--- config.mk ---
export PLATFORM = sky130hd
export DESIGN_NAME = rx_frame_disposition
export DESIGN_NICKNAME = d
export VERILOG_FILES = /design/src/rtl/rxd_pkg.sv /design/src/rtl/rxd_hold_buf.sv /design/src/rtl/rxd_len_count.sv /design/src/rtl/rxd_ctrl.sv /design/src/rtl/rx_frame_disposition.sv
export SDC_FILE = /design/constraint.sdc
export NUM_CORES = 1
export LEC_CHECK = 0
export BUFFER_PORTS_ARGS = -buffer_cell sky130_fd_sc_hd__buf_4
export CAP_MARGIN = 20
export CORE_MARGIN = 2
export CORE_UTILIZATION = 66
export CTS_CLUSTER_DIAMETER = 120
export CTS_CLUSTER_SIZE = 28
export DETAILED_ROUTE_END_ITERATION = 10
export PLACE_DENSITY = 0.83
export SLEW_MARGIN = 10
export SYNTH_ARGS = -nofsm -noshare
export SYNTH_HDL_FRONTEND = slang
export SYNTH_SLANG_ARGS = --single-unit
--- constraint.sdc ---
create_clock -name clk_i -period 5 [get_ports clk_i]
set_input_delay 0.25 -clock clk_i [delete_from_list [all_inputs] [get_ports clk_i]]
set_output_delay 0.25 -clock clk_i [all_outputs]
set_load 0.05 [all_outputs]
--- src/rtl/rxd_pkg.sv ---
package rxd_pkg;
  typedef enum logic [2:0] {
    ST_IDLE,
    ST_HOLD,
    ST_STREAM,
    ST_DRAIN,
    ST_DROP
  } disp_state_e;
endpackage

--- src/rtl/rxd_hold_buf.sv ---
module rxd_hold_buf #(
  parameter int unsigned DEPTH = 32,
  parameter int unsigned DW    = 8
) (
  input  logic          clk_i,
  input  logic          rst_ni,
  input  logic          flush_i,
  input  logic          push_i,
  input  logic          pop_i,
  input  logic [DW-1:0] wdata_i,
  output logic [DW-1:0] rdata_o,
  output logic          empty_o
);
  localparam int unsigned AW = (DEPTH > 1) ? $clog2(DEPTH) : 1;
  localparam int unsigned CW = $clog2(DEPTH + 1);

  logic [DW-1:0] mem_q [DEPTH];
  logic [AW-1:0] wr_q, rd_q;
  logic [CW-1:0] cnt_q;

  function automatic logic [AW-1:0] ptr_inc(input logic [AW-1:0] p);
    return (p == AW'(DEPTH - 1)) ? '0 : p + 1'b1;
  endfunction

  always_ff @(posedge clk_i or negedge rst_ni) begin
    if (!rst_ni) begin
      wr_q  <= '0;
      rd_q  <= '0;
      cnt_q <= '0;
    end else if (flush_i) begin
      wr_q  <= '0;
      rd_q  <= '0;
      cnt_q <= '0;
    end else begin
      if (push_i) wr_q <= ptr_inc(wr_q);
      if (pop_i)  rd_q <= ptr_inc(rd_q);
      cnt_q <= cnt_q + CW'(push_i) - CW'(pop_i);
    end
  end

  always_ff @(posedge clk_i) begin
    if (push_i && !flush_i) mem_q[wr_q] <= wdata_i;
  end

  assign rdata_o = mem_q[rd_q];
  assign empty_o = (cnt_q == '0);
endmodule

--- src/rtl/rxd_len_count.sv ---
module rxd_len_count #(
  parameter int unsigned LIMIT = 32
) (
  input  logic                         clk_i,
  input  logic                         rst_ni,
  input  logic                         load1_i,
  input  logic                         inc_i,
  output logic [$clog2(LIMIT+1)-1:0]   cnt_o
);
  localparam int unsigned CW = $clog2(LIMIT + 1);

  always_ff @(posedge clk_i or negedge rst_ni) begin
    if (!rst_ni)                          cnt_o <= '0;
    else if (load1_i)                     cnt_o <= CW'(1);
    else if (inc_i && cnt_o != CW'(LIMIT)) cnt_o <= cnt_o + 1'b1;
  end
endmodule

--- src/rtl/rxd_ctrl.sv ---
module rxd_ctrl
  import rxd_pkg::*;
#(
  parameter int unsigned HOLD_BYTES = 32
) (
  input  logic                              clk_i,
  input  logic                              rst_ni,
  input  logic                              byte_v_i,
  input  logic                              sof_i,
  input  logic                              eof_i,
  input  logic                              addr_vld_i,
  input  logic                              addr_ok_i,
  input  logic                              frame_ok_i,
  input  logic                              buf_empty_i,
  input  logic [$clog2(HOLD_BYTES+1)-1:0]   cnt_i,
  output logic                              push_o,
  output logic                              pop_o,
  output logic                              flush_o,
  output logic                              cnt_load1_o,
  output logic                              cnt_inc_o,
  output logic                              abort_o,
  output logic                              status_o
);
  localparam int unsigned CW = $clog2(HOLD_BYTES + 1);

  disp_state_e st_q, st_d;
  logic        seen_q, seen_d;
  logic        take_hold, first_byte, bad;
  logic [CW:0] nbytes;

  always_comb begin
    st_d        = st_q;
    seen_d      = seen_q;
    push_o      = 1'b0;
    pop_o       = 1'b0;
    flush_o     = 1'b0;
    cnt_load1_o = 1'b0;
    cnt_inc_o   = 1'b0;
    abort_o     = 1'b0;
    status_o    = 1'b0;
    first_byte  = (st_q == ST_IDLE);
    take_hold   = byte_v_i && ((st_q == ST_IDLE && sof_i) || st_q == ST_HOLD);
    nbytes      = first_byte ? (CW+1)'(1) : {1'b0, cnt_i} + 1'b1;
    bad         = (addr_vld_i && !addr_ok_i) || !frame_ok_i;

    if (take_hold) begin
      seen_d = (first_byte ? 1'b0 : seen_q) | addr_vld_i;
      if (bad) begin
        flush_o = 1'b1;
        st_d    = eof_i ? ST_IDLE : ST_DROP;
      end else if (eof_i) begin
        if (seen_d) begin
          push_o = 1'b1;
          st_d   = ST_DRAIN;
        end else begin
          flush_o = 1'b1;
          st_d    = ST_IDLE;
        end
      end else if (int'(nbytes) == HOLD_BYTES) begin
        // hold full: stream only with a known, good address verdict
        if (seen_d) begin
          push_o = 1'b1;
          st_d   = ST_STREAM;
        end else begin
          flush_o = 1'b1;
          st_d    = ST_DROP;
        end
      end else begin
        push_o      = 1'b1;
        cnt_load1_o = first_byte;
        cnt_inc_o   = !first_byte;
        st_d        = ST_HOLD;
      end
    end else begin
      unique case (st_q)
        ST_STREAM: begin
          if (byte_v_i && !frame_ok_i) begin
            abort_o = 1'b1;
            flush_o = 1'b1;
            st_d    = eof_i ? ST_IDLE : ST_DROP;
          end else begin
            pop_o = !buf_empty_i;
            if (byte_v_i) begin
              push_o = 1'b1;
              if (eof_i) st_d = ST_DRAIN;
            end
          end
        end
        ST_DRAIN: begin
          if (!buf_empty_i) pop_o = 1'b1;
          else begin
            status_o = 1'b1;
            st_d     = ST_IDLE;
          end
        end
        ST_DROP: if (byte_v_i && eof_i) st_d = ST_IDLE;
        default: ;
      endcase
    end
  end

  always_ff @(posedge clk_i or negedge rst_ni) begin
    if (!rst_ni) begin
      st_q   <= ST_IDLE;
      seen_q <= 1'b0;
    end else begin
      st_q   <= st_d;
      seen_q <= seen_d;
    end
  end
endmodule

--- src/rtl/rx_frame_disposition.sv ---
module rx_frame_disposition #(
  parameter int unsigned HOLD_BYTES = 32,
  parameter int unsigned DW         = 8
) (
  input  logic          clk_i,
  input  logic          rst_ni,
  input  logic          rx_valid_i,
  input  logic [DW-1:0] rx_data_i,
  input  logic          rx_sof_i,
  input  logic          rx_eof_i,
  input  logic          addr_vld_i,
  input  logic          addr_ok_i,
  input  logic          frame_ok_i,
  output logic          dma_we_o,
  output logic [DW-1:0] dma_data_o,
  output logic          dma_restart_o,
  output logic          status_we_o,
  output logic          buf_recycle_o
);
  localparam int unsigned CW = $clog2(HOLD_BYTES + 1);

  logic          push, pop, flush, load1, inc, abort, stat, empty;
  logic [CW-1:0] cnt;
  logic [DW-1:0] head;

  rxd_ctrl #(.HOLD_BYTES(HOLD_BYTES)) u_ctrl (
    .clk_i       (clk_i),
    .rst_ni      (rst_ni),
    .byte_v_i    (rx_valid_i),
    .sof_i       (rx_sof_i),
    .eof_i       (rx_eof_i),
    .addr_vld_i  (addr_vld_i),
    .addr_ok_i   (addr_ok_i),
    .frame_ok_i  (frame_ok_i),
    .buf_empty_i (empty),
    .cnt_i       (cnt),
    .push_o      (push),
    .pop_o       (pop),
    .flush_o     (flush),
    .cnt_load1_o (load1),
    .cnt_inc_o   (inc),
    .abort_o     (abort),
    .status_o    (stat)
  );

  rxd_len_count #(.LIMIT(HOLD_BYTES)) u_cnt (
    .clk_i   (clk_i),
    .rst_ni  (rst_ni),
    .load1_i (load1),
    .inc_i   (inc),
    .cnt_o   (cnt)
  );

  rxd_hold_buf #(.DEPTH(HOLD_BYTES), .DW(DW)) u_buf (
    .clk_i   (clk_i),
    .rst_ni  (rst_ni),
    .flush_i (flush),
    .push_i  (push),
    .pop_i   (pop),
    .wdata_i (rx_data_i),
    .rdata_o (head),
    .empty_o (empty)
  );

  always_ff @(posedge clk_i or negedge rst_ni) begin
    if (!rst_ni) begin
      dma_we_o      <= 1'b0;
      dma_data_o    <= '0;
      dma_restart_o <= 1'b0;
      status_we_o   <= 1'b0;
      buf_recycle_o <= 1'b0;
    end else begin
      dma_we_o      <= pop;
      if (pop) dma_data_o <= head;
      dma_restart_o <= abort;
      status_we_o   <= stat;
      buf_recycle_o <= abort;
    end
  end
endmodule

==> results of run 1 <==
-- cells in the final DEF, fill, tap and decap left out, types with 7 or more instances in the layout --
master	netlist	final
a21oi_1	30	30
a22oi_1	18	18
and3_1	9	9
buf_4	6	35
clkbuf_1	20	8
clkbuf_16	0	15
dfrtp_1	37	35
edfxtp_1	256	256
ha_1	17	17
inv_1	17	17
mux4_2	64	64
nand2_1	30	30
nand2b_1	12	12
nand3_1	12	12
nor2_1	35	35
nor2b_1	22	22
nor3_1	7	7
o21ai_0	16	16
o22ai_1	16	16
or3_1	7	7
-- registers in the layout, summed over array words and instances (netlist names) --
signal	cells
dma_data_o	8
u_ctrl.seen_q	1
u_cnt.cnt_o	6
u_buf.wr_q	5
dma_we_o	1
u_buf.rd_q	5
status_we_o	1
u_buf.cnt_q	6
dma_restart_o	1
u_ctrl.st_q	3
u_buf.mem_q	256
-- repair_timing --
| item | CTS | global route |
|---|---|---|
| endpoints found under the hold margin | 37 | 0 |
| setup buffers | 0 | 0 |
| hold buffers | 1 | 0 |
| gates resized for setup | 0 | 0 |
-- path summary, 6_finish.rpt --
path | cells past startpoint | to | startpoint | slack, ns
worst max-delay path | 14 | u_buf.cnt_q[4] | u_buf.cnt_q[3] | 1.40
worst min-delay path | 3 | u_ctrl.st_q[2] | rx_eof_i | 0.15
worst max register to register | 14 | u_buf.cnt_q[4] | u_buf.cnt_q[3] | 1.40
worst min register to register | 2 | dma_data_o[1] | dma_data_o[1] | 0.56
max in group asynchronous | 2 | u_buf.rd_q[1] | rst_ni | 4.37
min in group asynchronous | 2 | u_cnt.cnt_o[0] | rst_ni | 0.25
-- area by class of cell --
type                            instances  area [µm²]  share of cell area, %
Sequential cell                       293        8620                   66.2
Multi-Input combinational cell        354        3330                   25.6
Clock buffer                           23         405                   3.11
Timing Repair Buffer                   37         300                   2.31
Tap cell                              229         287                   2.20
Inverter                               18        67.6                  0.519
Clock inverter                          1        16.3                  0.125
-- per-layer routing --
layer | track usage, % | share of wire [%] | up-vias
li1 | - | - | 2797
met1 | 35.4 | 38 | 3292
met2 | 41.9 | 50 | 361
met3 | 3.32 | 8.0 | 66
met4 | 8.47 | 3.4 | 0
met5 | 0 | 0 | -
-- kinds of logic (layout without fill, tap and decap cells) --
logic type	count (synthesis)	count (layout)	synth area share, %
flip-flops	293	293	70.6
multiplexers	68	68	12.2
adder cells (fa/ha/maj)	18	18	1.91
XOR/XNOR	6	6	0.431
AND/OR/NAND/NOR	160	160	7.25
buffers and inverters	57	79	2.03
AO/OA/AOI/OAI	102	102	5.58
-- where the power goes --
group / total, mW / leakage [nW] / switching [mW] / internal (mW)
Sequential: 3.07 / 2.76 / 0.276 / 2.79
Combinational: 1.93 / 1.34 / 1.05 / 0.873
Clock: 1.28 / 0.202 / 0.711 / 0.573
Total: 6.28 / 4.30 / 2.04 / 4.24
-- worst reg2reg max path, stage by stage (launching register included) --
cell,delay (ns)
dfrtp_1,0.41
inv_1,0.11
ha_1,0.15
nor4bb_1,0.41
or3_1,0.62
inv_1,0.23
ha_1,0.34
inv_1,0.04
ha_1,0.22
fa_1,0.44
a21oi_1,0.14
nor2_1,0.06
nor2_1,0.12
xor2_1,0.16
nor2_1,0.06
-- stage by stage --
step	area, µm²	hold WS [ns]	utilization [%]	instances
2_1_floorplan	12200	-0.0456	-	704
3_3_place_gp	12600	0.240	69.7	929
3_5_place_dp	12600	0.246	69.7	929
4_1_cts	13000	0.140	72.1	954
5_1_grt	13000	0.160	72.3	955
6_report	13000	0.152	72.3	955
==> results.toml, run 1 <==
[cts]
root_buffer = "clkbuf_16"
cts_buffers = 14
clkTransAtPathRegs_ns = 0.10
clock_latency_ns = 0.49
htree_levels = 1
clockBufferDepth = 3
cts_tree = "done"
cts.sinks = 293

[synth]
async_reset_ff_share_pct = 12.6
yosysMostFrequentCell = "edfxtp_1"
synthDominantCellAreaShare_pct = 63.1
yosysSeqAreaShare_pct = 70.6
ys_seq_elements = 293
syn_avg_cell_area_um2 = 17.3
synthCells = 704
synth_edf_count = 256
ys_types = 60
ys_top_cells_by_area = "edfxtp_1 (63%), mux4_2 (12%), dfrtp_1 (7.6%), ha_1 (1.7%), a21oi_1 (1.2%)"
netlist_top_cells_count = "edfxtp_1 (256), mux4_2 (64), dfrtp_1 (37)"
synth_nets = 738
synth_top_cell_by_area = "edfxtp_1"
netlist_area_um2 = 12200
yosysWarnings = 0
ys.flop_type = "edfxtp_1"

[cells_and_area]
area_growth_pct = 6.84
layout.nets = 752
num_antenna_cells = 0
final_layout_size_suffix_gt1_share_pct = 18.3
fillers = 1052

[place]
place_hpwl_um = 15500
place_ws_ns = 1.41
io_buffers = 27
globalplace.congestion = 0.887

[floorplan]
start_util_pct = 67.6
ios = 28
die-area_um2 = 19600
core_area_um2 = 18000
dieHeight_um = 140
die_x_um = 140
placementRows = 49

[timing]
clock_skew_ns = 0.0224
hold_viol_final = 0
maxSlewViolCount = 0
maxSlewHeadroom_pct = 35.2
setup_ws_ns = 1.40
setup_violations = 0
rsz0062_at_grt = "no"
tightest_slew_ns = 0.973
max_freq_mhz = 278
finalSetupTns_ns = 0
fin_crit_sh_pct = 72.0
finalCriticalPeriod_ns = 3.60

[power_and_ir_drop]
power_mw = 6.28
leakage_nw = 4.30
cellPowerDensity_nw_per_um2 = 482
peakVddDrop_mv = 0.410

[setup_path]
cp_slowest_cell = "or3_1"
crit_required_ns = 5.38
crit_chain = "inv_1, ha_1, nor4bb_1, or3_1, inv_1, ha_1, inv_1, ha_1, fa_1, a21oi_1, nor2_1, nor2_1, xor2_1, nor2_1"
worst_ep_arrival_time_ns = 3.98
crit_type = "reg2reg"
path_buf_inv = 3
slowest_delay_ns = 0.62
worstPathMaxFanout = 24
worst_setup_path_start_kind = "flop"
path_delay_family = "simple AND/OR/NAND/NOR gates"
cp-end-kind = "flop"

[global_routing]
grt_pass1_wl_um = 37000
grt_pass1_vias = 6457
grt_overflow = 0
grt_max_degree = 51
grtUsageTotal_pct = 25.1
grt_antenna_before_repair = 0

[detailed_routing]
firstDrtPassIters = 7
final_antenna_net_count = 0
wl_per_cell_um = 25.6
wirelength_um = 24500
drtIter0Drc = 582
via_per_inst = 6.82
drc_errors = 0
vias = 6516

[worst_hold_path]
hp-class = "in2reg"

[outcome]
status = "complete, no violations"

[run]
cap_violations = 0
No activity file was read; power rests on OpenSTA's default activity.
==> run 2, diff against run 1 <==
CORE_UTILIZATION = 56   (was 66)
PLACE_DENSITY = 0.75   (was 0.83)
clock period = 3.13 ns   (was 5 ns; I/O delays follow)
==> results.toml, run 2 (synthesized netlist as in run 1, its figures left out) <==
[global_routing]
grtUsageTotal_pct = 22.5
grt_pass1_vias = 6680
grt_antenna_before_repair = 0
grt_overflow = 0
grt_max_degree = 38
grt_pass1_wl_um = 38200

[cells_and_area]
layout.nets = 784
area_growth_pct = 9.72
final_layout_size_suffix_gt1_share_pct = 23.1
top_register = "u_buf.mem_q"
final_common_cell = "edfxtp_1"
stdcell_area_um2 = 13400
num_antenna_cells = 0
reg.largest.list = "u_buf.mem_q x256, dma_data_o x8"
final_cell_mix = "edfxtp_1 (256), buf_4 (66), mux4_2 (64), nor2_1 (35), dfrtp_1 (33)"
largest_register_ffs = 256

[power_and_ir_drop]
cellPowerDensity_nw_per_um2 = 766
power_mw = 10.3
comb_power_share_pct = 33.0
clkPwrFrac_pct = 20.0
p_sw_share_pct = 32.5
seqPwrFrac_pct = 47.1
leakage_nw = 4.46
peakVddDrop_mv = 0.620
switchingPower_mw = 3.33
internal_power_mw = 6.92

[detailed_routing]
wl_met1_um = 9790
wirelength_um = 25200
drc_errors = 0
final_antenna_net_count = 0
met3_length_um = 1570
vias = 6573
via_per_inst = 6.36
met2_length_um = 13300
drtIter0Drc = 634
wl_per_cell_um = 24.4
top_layer = "met4"
firstDrtPassIters = 5

[place]
place_hpwl_um = 16000
globalplace.congestion = 0.885
io_buffers = 27
place_area_um2 = 12900

[cts]
cts.sinks = 293
cts_tree = "done"
clockBufferDepth = 3
clock_latency_ns = 0.50
htree_levels = 1
cts_buffers = 14
root_buffer = "clkbuf_16"
clkTransAtPathRegs_ns = 0.11

[floorplan]
core_area_um2 = 21200
dieHeight_um = 152
die_x_um = 152
ios = 28
start_util_pct = 57.5
placementRows = 53
die-area_um2 = 23000

[setup_path]
r2r_end = "u_buf.cnt_q[5]"
crit_required_ns = 3.50
reg2reg_slack_ns = 0.15
worst_setup_path_start_kind = "flop"
worstPathMaxFanout = 5
cp-end-kind = "flop"
reg2reg_depth = 13
crit_type = "reg2reg"
timing.rr.start = "u_ctrl.st_q[0]"
worst_ep_arrival_time_ns = 3.35

[worst_hold_path]
hp-class = "in2reg"
min_to = "u_ctrl.st_q[2]"
hold_depth = 3
hold_start = "rx_eof_i"

[timing]
maxSlewHeadroom_pct = 34.6
whs_ns = 0.0696
finalCriticalPeriod_ns = 2.98
clock_skew_ns = 0.0235
setup_violations = 0
tightest_slew_ns = 0.980
fin_crit_sh_pct = 95.3
max_freq_mhz = 335
hold_viol_final = 0
maxSlewViolCount = 0
finalSetupTns_ns = 0

[outcome]
status = "complete, no violations"

[run]
cap_violations = 0
-- run 2: per-layer routing --
metal / up-vias / global-route usage [%]
li1: 2861 / -
met1: 3421 / 29.9
met2: 247 / 40.2
met3: 44 / 2.63
met4: 0 / 5.28
met5: - / 0
-- run 2: metrics by stage --
| step | setup WS, ns | util (%) | cells |
|---|---|---|---|
| 2_1_floorplan | 0.0726 | - | 704 |
| 3_3_place_gp | 0.196 | 60.6 | 1004 |
| 3_5_place_dp | 0.119 | 60.6 | 1004 |
| 4_1_cts | 0.0806 | 62.7 | 1029 |
| 5_1_grt | -0.00585 | 63.0 | 1033 |
| 6_report | 0.146 | 63.0 | 1033 |
-- run 2: power groups by stage --
stage               logic, mW  registers [mW]  clock network (mW)
global placement         3.15            4.87                   0
floorplan                2.35            4.83                   0
global route             3.65            4.86                2.23
CTS                      3.28            4.81                2.09
detailed placement       3.26            4.90                   0
finish                   3.38            4.82                2.05
-- run 2: what timing repair did --
action,CTS,global route
hold buffers,1,0
endpoints found under the setup margin,0,2
endpoints found under the hold margin,37,0
resized for setup,0,11
setup buffers,0,4
-- run 2: worst max-delay path by stage --
stage                    from        endpoint  cells past startpoint
2_1_floorplan  u_ctrl.st_q[0]  u_buf.cnt_q[4]                     15
3_3_place_gp   u_cnt.cnt_o[0]  u_buf.cnt_q[4]                     15
3_5_place_dp   u_cnt.cnt_o[0]  u_buf.cnt_q[4]                     15
4_1_cts        u_cnt.cnt_o[0]  u_buf.cnt_q[4]                     15
5_1_grt        u_ctrl.st_q[0]  u_buf.cnt_q[4]                     14
6_report       u_ctrl.st_q[0]  u_buf.cnt_q[5]                     13
-- run 2: layout make-up --
class | instances | area (µm²)
Clock buffer | 22 | 402
Clock inverter | 2 | 20.0
Fill cell | 1482 | 7840
Inverter | 18 | 67.6
Multi-Input combinational cell | 354 | 3380
Sequential cell | 293 | 8620
Tap cell | 275 | 344
Timing Repair Buffer | 69 | 546
-- run 2: critical path: stages (launching register included) --
cell and delay, ns:
dfrtp_2 0.44, or3_4 0.42, a221oi_4 0.30, nand4_2 0.14, and2_4 0.18, inv_2 0.07, ha_1 0.13, inv_1 0.07
ha_1 0.29, a21o_1 0.18, a21oi_1 0.24, o21ai_0 0.17, xor2_1 0.16, nor2_1 0.05
==> run 3, diff against run 2 <==
CORE_UTILIZATION = 62   (was 56)
PLACE_DENSITY = 0.79   (was 0.75)
clock period = 3 ns   (was 3.13 ns; I/O delays follow)
==> results.toml, run 3 (synthesized netlist as in run 1, its figures left out) <==
[outcome]
status = "complete, no violations"

[cts]
clock_latency_ns = 0.49
htree_levels = 1
cts_tree = "done"
clkTransAtPathRegs_ns = 0.10
cts.sinks = 293
root_buffer = "clkbuf_16"
clockBufferDepth = 3
cts_buffers = 14

[timing]
setup_violations = 0
hold_viol_final = 0
finalCriticalPeriod_ns = 2.93
maxSlewViolCount = 0
max_freq_mhz = 342
setup_ws_ns = 0.0747
clock_skew_ns = 0.0179
maxSlewHeadroom_pct = 40.9
tightest_slew_ns = 0.885
fin_crit_sh_pct = 97.5
rsz0062_at_grt = "yes"

[cells_and_area]
final_layout_size_suffix_gt1_share_pct = 22.5
num_antenna_cells = 0
final_cell_mix = "edfxtp_1 (256), mux4_2 (64), buf_4 (58), nor2_1 (35), dfrtp_1 (34)"
area_growth_pct = 9.54
final_common_cell = "edfxtp_1"
reg.largest.list = "u_buf.mem_q x256, dma_data_o x8"
largest_register_ffs = 256
fin_util_pct = 68.8
layout.nets = 777
fin_cells = 1016
top_register = "u_buf.mem_q"

[floorplan]
ios = 28
dieHeight_um = 144
core_area_um2 = 19400
die-area_um2 = 20800
start_util_pct = 62.8
placementRows = 51
die_x_um = 144

[detailed_routing]
wl_per_cell_um = 24.2
drtIter0Drc = 813
final_antenna_net_count = 0
wirelength_um = 24600
vias = 6575
firstDrtPassIters = 5
drc_errors = 0
via_per_inst = 6.47

[setup_path]
path_buf_inv = 1
reg2reg_slack_ns = 0.07
worstPathMaxFanout = 8
slowest_delay_ns = 0.78
endpoint = "u_buf.mem_q[6][1]"
worst_ep_arrival_time_ns = 3.04
reg2reg_depth = 6
cp-end-kind = "flop"
timing.rr.start = "u_ctrl.st_q[2]"
crit_type = "reg2reg"
crit_required_ns = 3.11
path_delay_family = "simple AND/OR/NAND/NOR gates"
worst_setup_path_start_kind = "flop"
r2r_end = "u_buf.mem_q[6][1]"
critPathLaunch = "u_ctrl.st_q[2]"
cp_slowest_cell = "nor2b_1"
cp.depth = 6
crit_chain = "and4bb_2, nand2_1, a22oi_2, buf_4, nand3_1, nor2b_1"

[power_and_ir_drop]
p_sw_share_pct = 32.4
cellPowerDensity_nw_per_um2 = 811
internal_power_mw = 7.33
leakage_nw = 4.41
comb_power_share_pct = 33.8
peakVddDrop_mv = 0.478
power_mw = 10.8
switchingPower_mw = 3.51
seqPwrFrac_pct = 46.5
clkPwrFrac_pct = 19.7

[worst_hold_path]
hp-class = "in2reg"

[global_routing]
grt_pass1_wl_um = 38000
grt_max_degree = 38
grt_pass1_vias = 6678
grtUsageTotal_pct = 24.7
grt_antenna_before_repair = 0
grt_overflow = 0

[place]
globalplace.congestion = 0.899
place_hpwl_um = 15900
io_buffers = 27
dpl.cell_count = 982
place_ws_ns = 0.00422

[run]
cap_violations = 0
## run 3: cell count changes in the layout (fill, tap and decap cells not counted), sizes merged
cell / previous run / this run
buf: 68 / 61
clkbuf: 22 / 23
clkinv: 1 / 0
## run 3: power groups by stage
stage	combinational (mW)	clock (mW)	sequential [mW]
detailed placement	3.42	0	5.12
finish	3.66	2.13	5.04
floorplan	2.46	0	5.04
CTS	3.46	2.18	5.03
global route	3.92	2.32	5.07
global placement	3.27	0	5.09
## run 3: worst min-delay path by stage
stage / start / to / slack, ns / cells after the start
after floorplan: rst_ni / dma_data_o[0] / -0.15 / 0
after global placement: rst_ni / u_cnt.cnt_o[4] / 0.14 / 1
after detailed placement: rst_ni / u_cnt.cnt_o[4] / 0.16 / 1
after CTS: rx_eof_i / u_ctrl.st_q[2] / 0.03 / 3
after global routing: rx_eof_i / u_ctrl.st_q[2] / 0.04 / 3
final: addr_vld_i / u_ctrl.seen_q / 0.06 / 4
## run 3: layout make-up
type                            count  area (µm²)
Sequential cell                   293        8620
Fill cell                        1266        6040
Multi-Input combinational cell    354        3410
Timing Repair Buffer               62         505
Clock buffer                       23         405
Tap cell                          265         332
Inverter                           18        70.1
Clock inverter                      1        16.3
## run 3: through the flow
step                setup TNS (ns)  hold WS, ns  cell area [µm²]
detailed placement               0        0.157            12800
floorplan                        0       -0.146            12200
CTS                              0       0.0274            13200
global placement                 0        0.145            12800
finish                           0       0.0647            13400
global route               -0.0235       0.0425            13400
## run 3: metal layers
| metal | routed length (µm) | part of all wire (%) | vias up | global-route usage [%] |
|---|---|---|---|---|
| met2 | 12600 | 51 | 286 | 42.1 |
| met1 | 9790 | 40 | 3393 | 34.6 |
| met3 | 1510 | 6.1 | 47 | 2.52 |
| li1 | - | - | 2849 | - |
| met5 | 0 | 0 | - | 0 |
| met4 | 644 | 2.6 | 0 | 7.31 |
## run 3: tightest hold or removal path, cell delays in order
cell	delay, ns
buf_4	0.11
a21oi_1	0.07
nand2_1	0.08
o21a_1	0.11
## run 3: repair_timing
item,CTS,global route
setup buffers,1,8
hold endpoints to repair,37,0
gates resized for setup,1,13
setup endpoints to repair,2,4
hold buffers,1,0
pin swaps,2,15
